$ cat src/rtl/tournament_bp.sv
module tournament_bp #(
  parameter int PC_W    = 32,
  parameter int LHT_W   = 6,
  parameter int LHIST_W = 6,
  parameter int GHIST_W = 8,
  parameter int CH_W    = 8,
  parameter int CNT_W   = 32
) (
  input  logic             clk,
  input  logic             rst_n,
  input  logic             fetch_valid,
  input  logic [PC_W-1:0]  fetch_pc,
  output logic             pred_taken,
  output logic             pred_local,
  output logic             pred_global,
  input  logic             res_valid,
  input  logic [PC_W-1:0]  res_pc,
  input  logic             res_taken,
  input  logic             res_local_pred,
  input  logic             res_global_pred,
  input  logic             res_used_pred,
  output logic [CNT_W-1:0] pred_count,
  output logic [CNT_W-1:0] mispred_count
);

  localparam int LHT_N = 1 << LHT_W;
  localparam int LCT_N = 1 << LHIST_W;
  localparam int GCT_N = 1 << GHIST_W;
  localparam int CH_N  = 1 << CH_W;
  localparam int IW_A  = (LHT_W > LHIST_W) ? LHT_W : LHIST_W;
  localparam int IW_B  = (GHIST_W > CH_W) ? GHIST_W : CH_W;
  localparam int IW    = (IW_A > IW_B) ? IW_A : IW_B;

  logic [LHIST_W-1:0] lht [LHT_N];
  logic [1:0]         lct [LCT_N];
  logic [1:0]         gct [GCT_N];
  logic [1:0]         cht [CH_N];
  logic [GHIST_W-1:0] ghr;

  function automatic logic [1:0] bump(input logic [1:0] c, input logic up);
    if (up) return (c == 2'd3) ? c : c + 2'd1;
    return (c == 2'd0) ? c : c - 2'd1;
  endfunction

  logic [LHT_W-1:0]   f_lh_i, r_lh_i;
  logic [LHIST_W-1:0] f_lc_i, r_lc_i;
  logic [GHIST_W-1:0] f_gc_i, r_gc_i;
  logic [CH_W-1:0]    f_ch_i, r_ch_i;

  assign f_lh_i = fetch_pc[LHT_W+1:2];
  assign f_lc_i = lht[f_lh_i] ^ fetch_pc[LHIST_W+1:2];
  assign f_gc_i = ghr ^ fetch_pc[GHIST_W+1:2];
  assign f_ch_i = fetch_pc[CH_W+1:2];

  assign r_lh_i = res_pc[LHT_W+1:2];
  assign r_lc_i = lht[r_lh_i] ^ res_pc[LHIST_W+1:2];
  assign r_gc_i = ghr ^ res_pc[GHIST_W+1:2];
  assign r_ch_i = res_pc[CH_W+1:2];

  assign pred_local  = lct[f_lc_i][1];
  assign pred_global = gct[f_gc_i][1];
  assign pred_taken  = cht[f_ch_i][1] ? pred_global : pred_local;

  logic unused_pc_bits;
  assign unused_pc_bits = ^{fetch_pc[PC_W-1:IW+2], fetch_pc[1:0], res_pc[PC_W-1:IW+2], res_pc[1:0]};

  logic disagree;
  assign disagree = res_local_pred != res_global_pred;

  always_ff @(posedge clk or negedge rst_n) begin
    if (!rst_n) begin
      for (int i = 0; i < LHT_N; i++) lht[i] <= '0;
      for (int i = 0; i < LCT_N; i++) lct[i] <= 2'd1;
      for (int i = 0; i < GCT_N; i++) gct[i] <= 2'd1;
      for (int i = 0; i < CH_N; i++)  cht[i] <= 2'd2;
      ghr <= '0;
    end else if (res_valid) begin
      lht[r_lh_i] <= {lht[r_lh_i][LHIST_W-2:0], res_taken};
      lct[r_lc_i] <= bump(lct[r_lc_i], res_taken);
      gct[r_gc_i] <= bump(gct[r_gc_i], res_taken);
      ghr         <= {ghr[GHIST_W-2:0], res_taken};
      if (disagree) cht[r_ch_i] <= bump(cht[r_ch_i], res_global_pred == res_taken);
    end
  end

  always_ff @(posedge clk or negedge rst_n) begin
    if (!rst_n) begin
      pred_count    <= '0;
      mispred_count <= '0;
    end else begin
      if (fetch_valid) pred_count <= pred_count + 1'b1;
      if (res_valid && (res_used_pred != res_taken)) mispred_count <= mispred_count + 1'b1;
    end
  end

  logic            chk_agree, chk_dis_g;
  logic [CH_W-1:0] chk_i;
  logic [1:0]      chk_v;
  always_ff @(posedge clk or negedge rst_n) begin
    if (!rst_n) begin
      chk_agree <= 1'b0;
      chk_dis_g <= 1'b0;
      chk_i     <= '0;
      chk_v     <= 2'd0;
    end else begin
      chk_agree <= res_valid && !disagree;
      chk_dis_g <= res_valid && disagree && (res_global_pred == res_taken);
      chk_i     <= r_ch_i;
      chk_v     <= cht[r_ch_i];
    end
  end

  p_ghr_shift_r4: assert property (@(posedge clk) disable iff (!rst_n)
    res_valid |=> (ghr[0] == $past(res_taken)) && (ghr[GHIST_W-1:1] == $past(ghr[GHIST_W-2:0])));
  p_ghr_hold_r4: assert property (@(posedge clk) disable iff (!rst_n)
    !res_valid |=> $stable(ghr));
  p_chooser_agree_r6: assert property (@(posedge clk) disable iff (!rst_n)
    chk_agree |-> cht[chk_i] == chk_v);
  p_chooser_toward_global_r6: assert property (@(posedge clk) disable iff (!rst_n)
    chk_dis_g |-> (cht[chk_i] >= chk_v) && (cht[chk_i] != 2'd0));
  p_agree_out_r7: assert property (@(posedge clk) disable iff (!rst_n)
    (pred_local == pred_global) |-> (pred_taken == pred_local));
  p_pred_inc_r8: assert property (@(posedge clk) disable iff (!rst_n)
    fetch_valid |=> pred_count == $past(pred_count) + 1'b1);
  p_pred_hold_r8: assert property (@(posedge clk) disable iff (!rst_n)
    !fetch_valid |=> $stable(pred_count));
  p_mis_inc_r9: assert property (@(posedge clk) disable iff (!rst_n)
    (res_valid && (res_used_pred != res_taken)) |=> mispred_count == $past(mispred_count) + 1'b1);
  p_mis_hold_r9: assert property (@(posedge clk) disable iff (!rst_n)
    !(res_valid && (res_used_pred != res_taken)) |=> $stable(mispred_count));

endmodule

$ cat config.mk
export PLATFORM = sky130hd
export DESIGN_NAME = tournament_bp
export DESIGN_NICKNAME = d
export VERILOG_FILES = /design/src/rtl/tournament_bp.sv
export SDC_FILE = /design/constraint.sdc
export NUM_CORES = 2
export LEC_CHECK = 0
export BUFFER_PORTS_ARGS = -buffer_cell sky130_fd_sc_hd__buf_2
export CORE_MARGIN = 2
export CORE_UTILIZATION = 45
export CTS_BUF_LIST = sky130_fd_sc_hd__clkbuf_4 sky130_fd_sc_hd__clkbuf_8
export CTS_CLUSTER_SIZE = 12
export DETAILED_ROUTE_END_ITERATION = 8
export PLACE_DENSITY = 0.69
export SLEW_MARGIN = 0
export SYNTH_ARGS = -nofsm -noshare
export SYNTH_HDL_FRONTEND = slang
export SYNTH_SLANG_ARGS = --single-unit
$ cat constraint.sdc
create_clock -name clk -period 5.4 [get_ports clk]
set_clock_uncertainty 0.1 [all_clocks]
set_input_delay 0.54 -clock clk [delete_from_list [all_inputs] [get_ports clk]]
set_output_delay 0.54 -clock clk [all_outputs]
set_load 0.03 [all_outputs]
======== Word level (Yosys, flattened, before mapping) ========
Index checks and enable logic that the tools add are counted.
word-level totals
  bits in registers ....................... 1608
  input port bits ......................... 72
cells by class
  add/subtract/negate cells ............... 8
  order comparisons ....................... 12
  eq/ne operators ......................... 6
  mux-type cells .......................... 58
  bitwise gates (word level) .............. 12
  reductions and logical operators ........ 9
operators with widths
  kind                                                                           number
  512-bit bitwise mux                                                            2
  384-bit bitwise mux                                                            1
  128-bit bitwise mux                                                            1
  6-bit binary-select mux with 6-bit select                                      2
  32-bit by 1-bit adder with 32-bit output (second input constant)               2
  2-bit binary-select mux with 8-bit select                                      4
  2-bit two-way mux                                                              31
  6-bit demux with 6-bit select                                                  1
  9-bit greater-or-equal comparator (second input constant)                      4
  8-bit NOT with 9-bit output                                                    4
  2-bit demux with 8-bit select                                                  2
  6-bit two-way mux                                                              5
  7-bit greater-or-equal comparator (second input constant)                      4
  6-bit NOT with 7-bit output                                                    4
  2-bit binary-select mux with 6-bit select                                      2
  9-bit by 1-bit less-than comparator with 1-bit output (second input constant)  2
  8-bit bitwise XOR                                                              2
  7-bit by 1-bit less-than comparator with 1-bit output (second input constant)  2
  2-bit demux with 6-bit select                                                  1
  6-bit bitwise XOR                                                              2
  2-bit by 1-bit adder with 2-bit output (second input constant)                 3
  2-bit equality test (second input constant)                                    3
  2-bit logical NOT                                                              3
  1-bit two-way mux                                                              6
  5 further kinds                                                                12

======== Longest topological paths before layout ========
  word-level depth ........................ 15
  depth in mapped cells ................... 21
  mapped depth without buffers ............ 13

======== Worst setup path before layout ========
Ideal clock, no wire load.
  kind .................................... input to output
  start ................................... in fetch_pc[3]
  end ..................................... out pred_taken
  arrival ................................. 4.796 ns
  required time ........................... 4.760 ns
  path slack .............................. -0.036 ns
  stages .................................. 13
  buffers on the path ..................... 6
  path through ............................ clkbuf_1 > buf_2 > buf_2 > buf_2 > xor2_1 > clkbuf_1 > clkbuf_1 > mux4_2 > mux4_2 > mux4_2 > mux2i_1 > a21oi_1 > mux2_2
between the ends
  elaborated cells between the ends (all ways) .. 19
  classes of those cells .................. mux: 13; bitwise: 6
RTL lines
  what                                                   RTL line  text
  start, declared                                        12        input logic [PC_W-1:0] fetch_pc,
  8-bit bitwise XOR                                      52        assign f_gc_i = ghr ^ fetch_pc[GHIST_W+1:2];
  8-bit NOT with 9-bit output (not written as such)      61        assign pred_global = gct[f_gc_i][1];
  2-bit binary-select mux with 8-bit select              61
  2-bit two-way mux (not written as such) (2 in series)  61
  named net pred_global                                  15        output logic pred_global,
  1-bit two-way mux                                      62        assign pred_taken = cht[f_ch_i][1] ? pred_global : pred_local;
  end, declared                                          13        output logic pred_taken,
The timed path passes the listed nets, and every way through them passes these cells. The select of a mux whose other input is x is not followed.

======== Worst setup path in the final report ========
  start ................................... reg lht[96] in the netlist's numbering
  end ..................................... out pred_taken
between the ends
  longest elaborated chain between the ends .. 9
ends and longest elaborated chain
  what                                                   RTL line  text
  start, declared                                        34        logic [LHIST_W-1:0] lht [LHT_N];
  start signal, assigned by index                        78        lht[r_lh_i] <= {lht[r_lh_i][LHIST_W-2:0], res_taken};
  6-bit binary-select mux with 6-bit select              51        assign f_lc_i = lht[f_lh_i] ^ fetch_pc[LHIST_W+1:2];
  6-bit two-way mux (not written as such) (2 in series)  51
  6-bit bitwise XOR                                      51
  6-bit NOT with 7-bit output (not written as such)      60        assign pred_local = lct[f_lc_i][1];
  2-bit binary-select mux with 6-bit select              60
  2-bit two-way mux (not written as such) (2 in series)  60
  1-bit two-way mux                                      62
Every way passes these cells. The select of a mux whose other input is x is not followed.

==> qor.txt <==
outcome = finished with violations
failing checks = setup timing
area growth from synthesis to layout = 13.84%
Synth Register Bits = 1608
CP max-delay cell = mux4_2
Comb power frac = 19.3%
Max FO, Critical Path = 6
Seq/Total Area, Yosys = 49.49%
final setup margin = -0.5804 ns
Post-synth EDFFs = 0
Final nets = 6908
Final min period = 5.980 ns
crit path capture type = output pin
synth unique cells = 70
DIE WIDTH = 432.9 um
commonest non-fill, non-tap cell in the layout = dfrtp_1
largest net degree at the start of global routing = 164
WS Path Type = reg -> out
synthesized area per cell = 12.58 um^2
DR vias = 57853
ys flop type = dfrtp_1
Final Max Slew Viols = 0
Post-Route WL = 237.1 mm
CP arrival = 5.34 ns
worst slew pin tran = 1.401 ns
# placed instances = 8987
Initial Util = 45.25%
Clock Tree Buf Depth = 4
Netlist Area Pre-Place = 0.08276 mm^2
share of total power in the clock network = 36.9%
Total GRT Usage = 25.51%
Post-DP HPWL = 153.0 mm
Routed Antenna Nets = 0
Period Utilization, post-route = 110.7%
# port buffers = 90
# DRC = 0
I/O Pins = 139
Syn Inst Count = 6580
DR vias/cell = 6.078
unrepaired setup endpoints after global routing = true
Worst-path clk slew = 0.06 ns
relative slew slack = 6.254%
NetSw = 0.009797 W
async set-reset flop share out of synthesis = 100.0%
die height = 432.9 um
commonest cells after routing, fill and taps aside = 1031 x dfrtp_1, 838 x mux2_2, 779 x nor2_1
final hold slack = 0.03118 ns
part of the power in registers = 43.8%
Setup Viol. Count Final = 2
leakage = 39.29 nW
HP Class = in -> async
peak supply drop = 0.2445 mV
switching portion of total power = 29.03%
CP bufs+invs = 2
TritonCTS clock tree = done
Pint = 0.02395 W
Synth Warn # = 0
GP Congestion = 0.9076
DRT Pass-1 Iters = 6
CP cell instances = mux4_2 > mux4_2 > mux4_2 > xor2_4 > buf_12 > mux4_2 > mux2i_1 > o22ai_1 > or3b_1 > o31a_1 > mux2_4 > buf_6
TritonCTS buffer count = 293
grt total ovfl = 0
Synthesized Nets = 6654
maxcap violations = 0
Final Hold Viols = 0
crit start category = register
num rows = 157
initial antenna violation count = 5
first-pass GRT wire length = 366.5 mm
Power Density = 358.2 mW/mm^2
H-tree depth = 5
Max Fclk = 167.2 MHz
most used cell, CP = mux4_2
Post-Layout Cell Count = 9518
die area = 0.1874 mm^2
clk_lat worst skew = 1.04 ns
core box area = 0.1829 mm^2
Worst path top cell family by delay = multiplexers
number of global-route vias before repair = 59974
Root Driver = clkbuf_8
crit-path max cell delay = 0.57 ns
initial DRC count = 5855
CTS Sinks = 1608
RR Startpoint = ghr[0]
critical path startpoint = lht[96]
Crit path required time = 4.76 ns
WL/cell = 24.91 um
layout cell share with drive strength beyond 1 = 43.66%
-- power groups by stage --
stage	Combinational (W)	Clock, W	Sequential [W]
floorplan	0.00414	0	0.0147
global placement	0.00624	0	0.0148
detailed placement	0.00639	0	0.0149
CTS	0.00649	0.0127	0.0148
global route	0.00694	0.0132	0.0149
finish	0.00652	0.0125	0.0148
-- path summary, 6_finish.rpt --
path                                     endpoint  slack (ns)  depth (start not counted)
worst min-delay path                     gct[315]        0.03                          2
max in group asynchronous                cht[276]        3.55                          3
min in group clk                          lht[12]        0.21                          3
worst max register to register           gct[285]        0.58                         10
worst max-delay path                   pred_taken       -0.58                         12
worst min register to register  mispred_count[31]        0.37                          1
-- metal layers --
layer  GRT usage [%]  up-vias  wire, um
met4           11.21        4     10290
met1           33.99    29936     94410
met2           39.77     2579    111600
met3           6.189      626     20740
met5               0        -        27
li1                -    24708         -
-- kinds of logic (layout without fill, tap and decap cells) --
group,count (synthesis),after routing,share of synthesized area [%]
and+or+nand+nor,1832,1832,8.904
muxes,1666,1666,31.88
DFF,1608,1608,49.49
AOI/OAI and AO/OA,907,907,5.988
buffers and inverters,464,934,2.573
xor gates and xnor gates,93,93,1.030
adders and majority gates,10,10,0.1315
other,0,4,0
-- cell usage after synthesis, drive strengths merged (5+ instances only) --
cell type	n	area, um^2
a211oi	6	45.04
a21oi	318	1592
a22oi	46	345.3
a31oi	5	31.28
a32oi	8	70.07
and2	14	87.58
and3	36	225.2
buf	211	1177
clkbuf	235	884.6
dfrtp	1032	25820
dfstp	576	15130
inv	17	63.81
maj3	8	83.83
mux2	839	9448
mux2i	135	1355
mux4	692	15580
nand2	779	2927
nand2b	10	62.56
nand3	121	605.6
nand4	26	162.7
nor2	791	2974
nor2b	10	62.56
nor3	26	130.1
o211ai	7	52.55
o21ai	446	2232
o22ai	5	31.28
o31ai	29	217.7
or2	8	50.05
or3	5	31.28
xnor2	56	513.0
xor2	37	339.1
-- metrics by stage --
| stage | utilization (%) | cell area (um^2) | setup WS, ns | setup TNS, ns | total power, W |
|---|---|---|---|---|---|
| final | 51.52 | 94220 | -0.5804 | -1.048 | 0.03375 |
| after global routing | 51.52 | 94220 | -0.6614 | -1.218 | 0.03509 |
| after CTS | 51.52 | 94220 | -0.6830 | -1.154 | 0.03390 |
| after detailed placement | 47.94 | 87670 | -0.2331 | -0.2331 | 0.02132 |
| after global placement | 47.94 | 87670 | -0.2151 | -0.2151 | 0.02109 |
| after floorplan | - | 82770 | 0.01846 | 0 | 0.01880 |
-- what timing repair did --
action	CTS	global route
setup buffers	9	2
resized for setup	11	3
hold endpoints to repair	136	0
setup endpoints to repair	3	3
hold buffers	4	0
pin swaps	3	4
gates cloned	3	0
-- registers in the layout (all words and copies together) (netlist names) --
name / cells
pred_count: 32
ghr: 8
lct: 128
mispred_count: 32
cht: 512
lht: 384
gct: 512
-- cell type report --
class / instances / area (um^2)
flip-flops and latches: 1608 / 40960
diodes: 4 / 10.01
clock buffers: 462 / 5802
fillers: 15218 / 88660
clock inverters: 49 / 501.7
repair buffers: 405 / 3904
inverters: 18 / 70.07
well taps: 2464 / 3083
multi-input cells: 4508 / 39890
-- worst reg2reg max path, cell delays in order (launching register included) --
cell	delay [ns]
dfrtp_2	0.48
xnor2_2	0.32
buf_12	0.27
buf_12	0.26
mux4_2	0.54
mux4_2	0.52
mux4_2	0.55
mux4_2	0.50
maj3_4	0.40
buf_12	0.21
mux2_2	0.50
(Power assumes the default switching activity.)
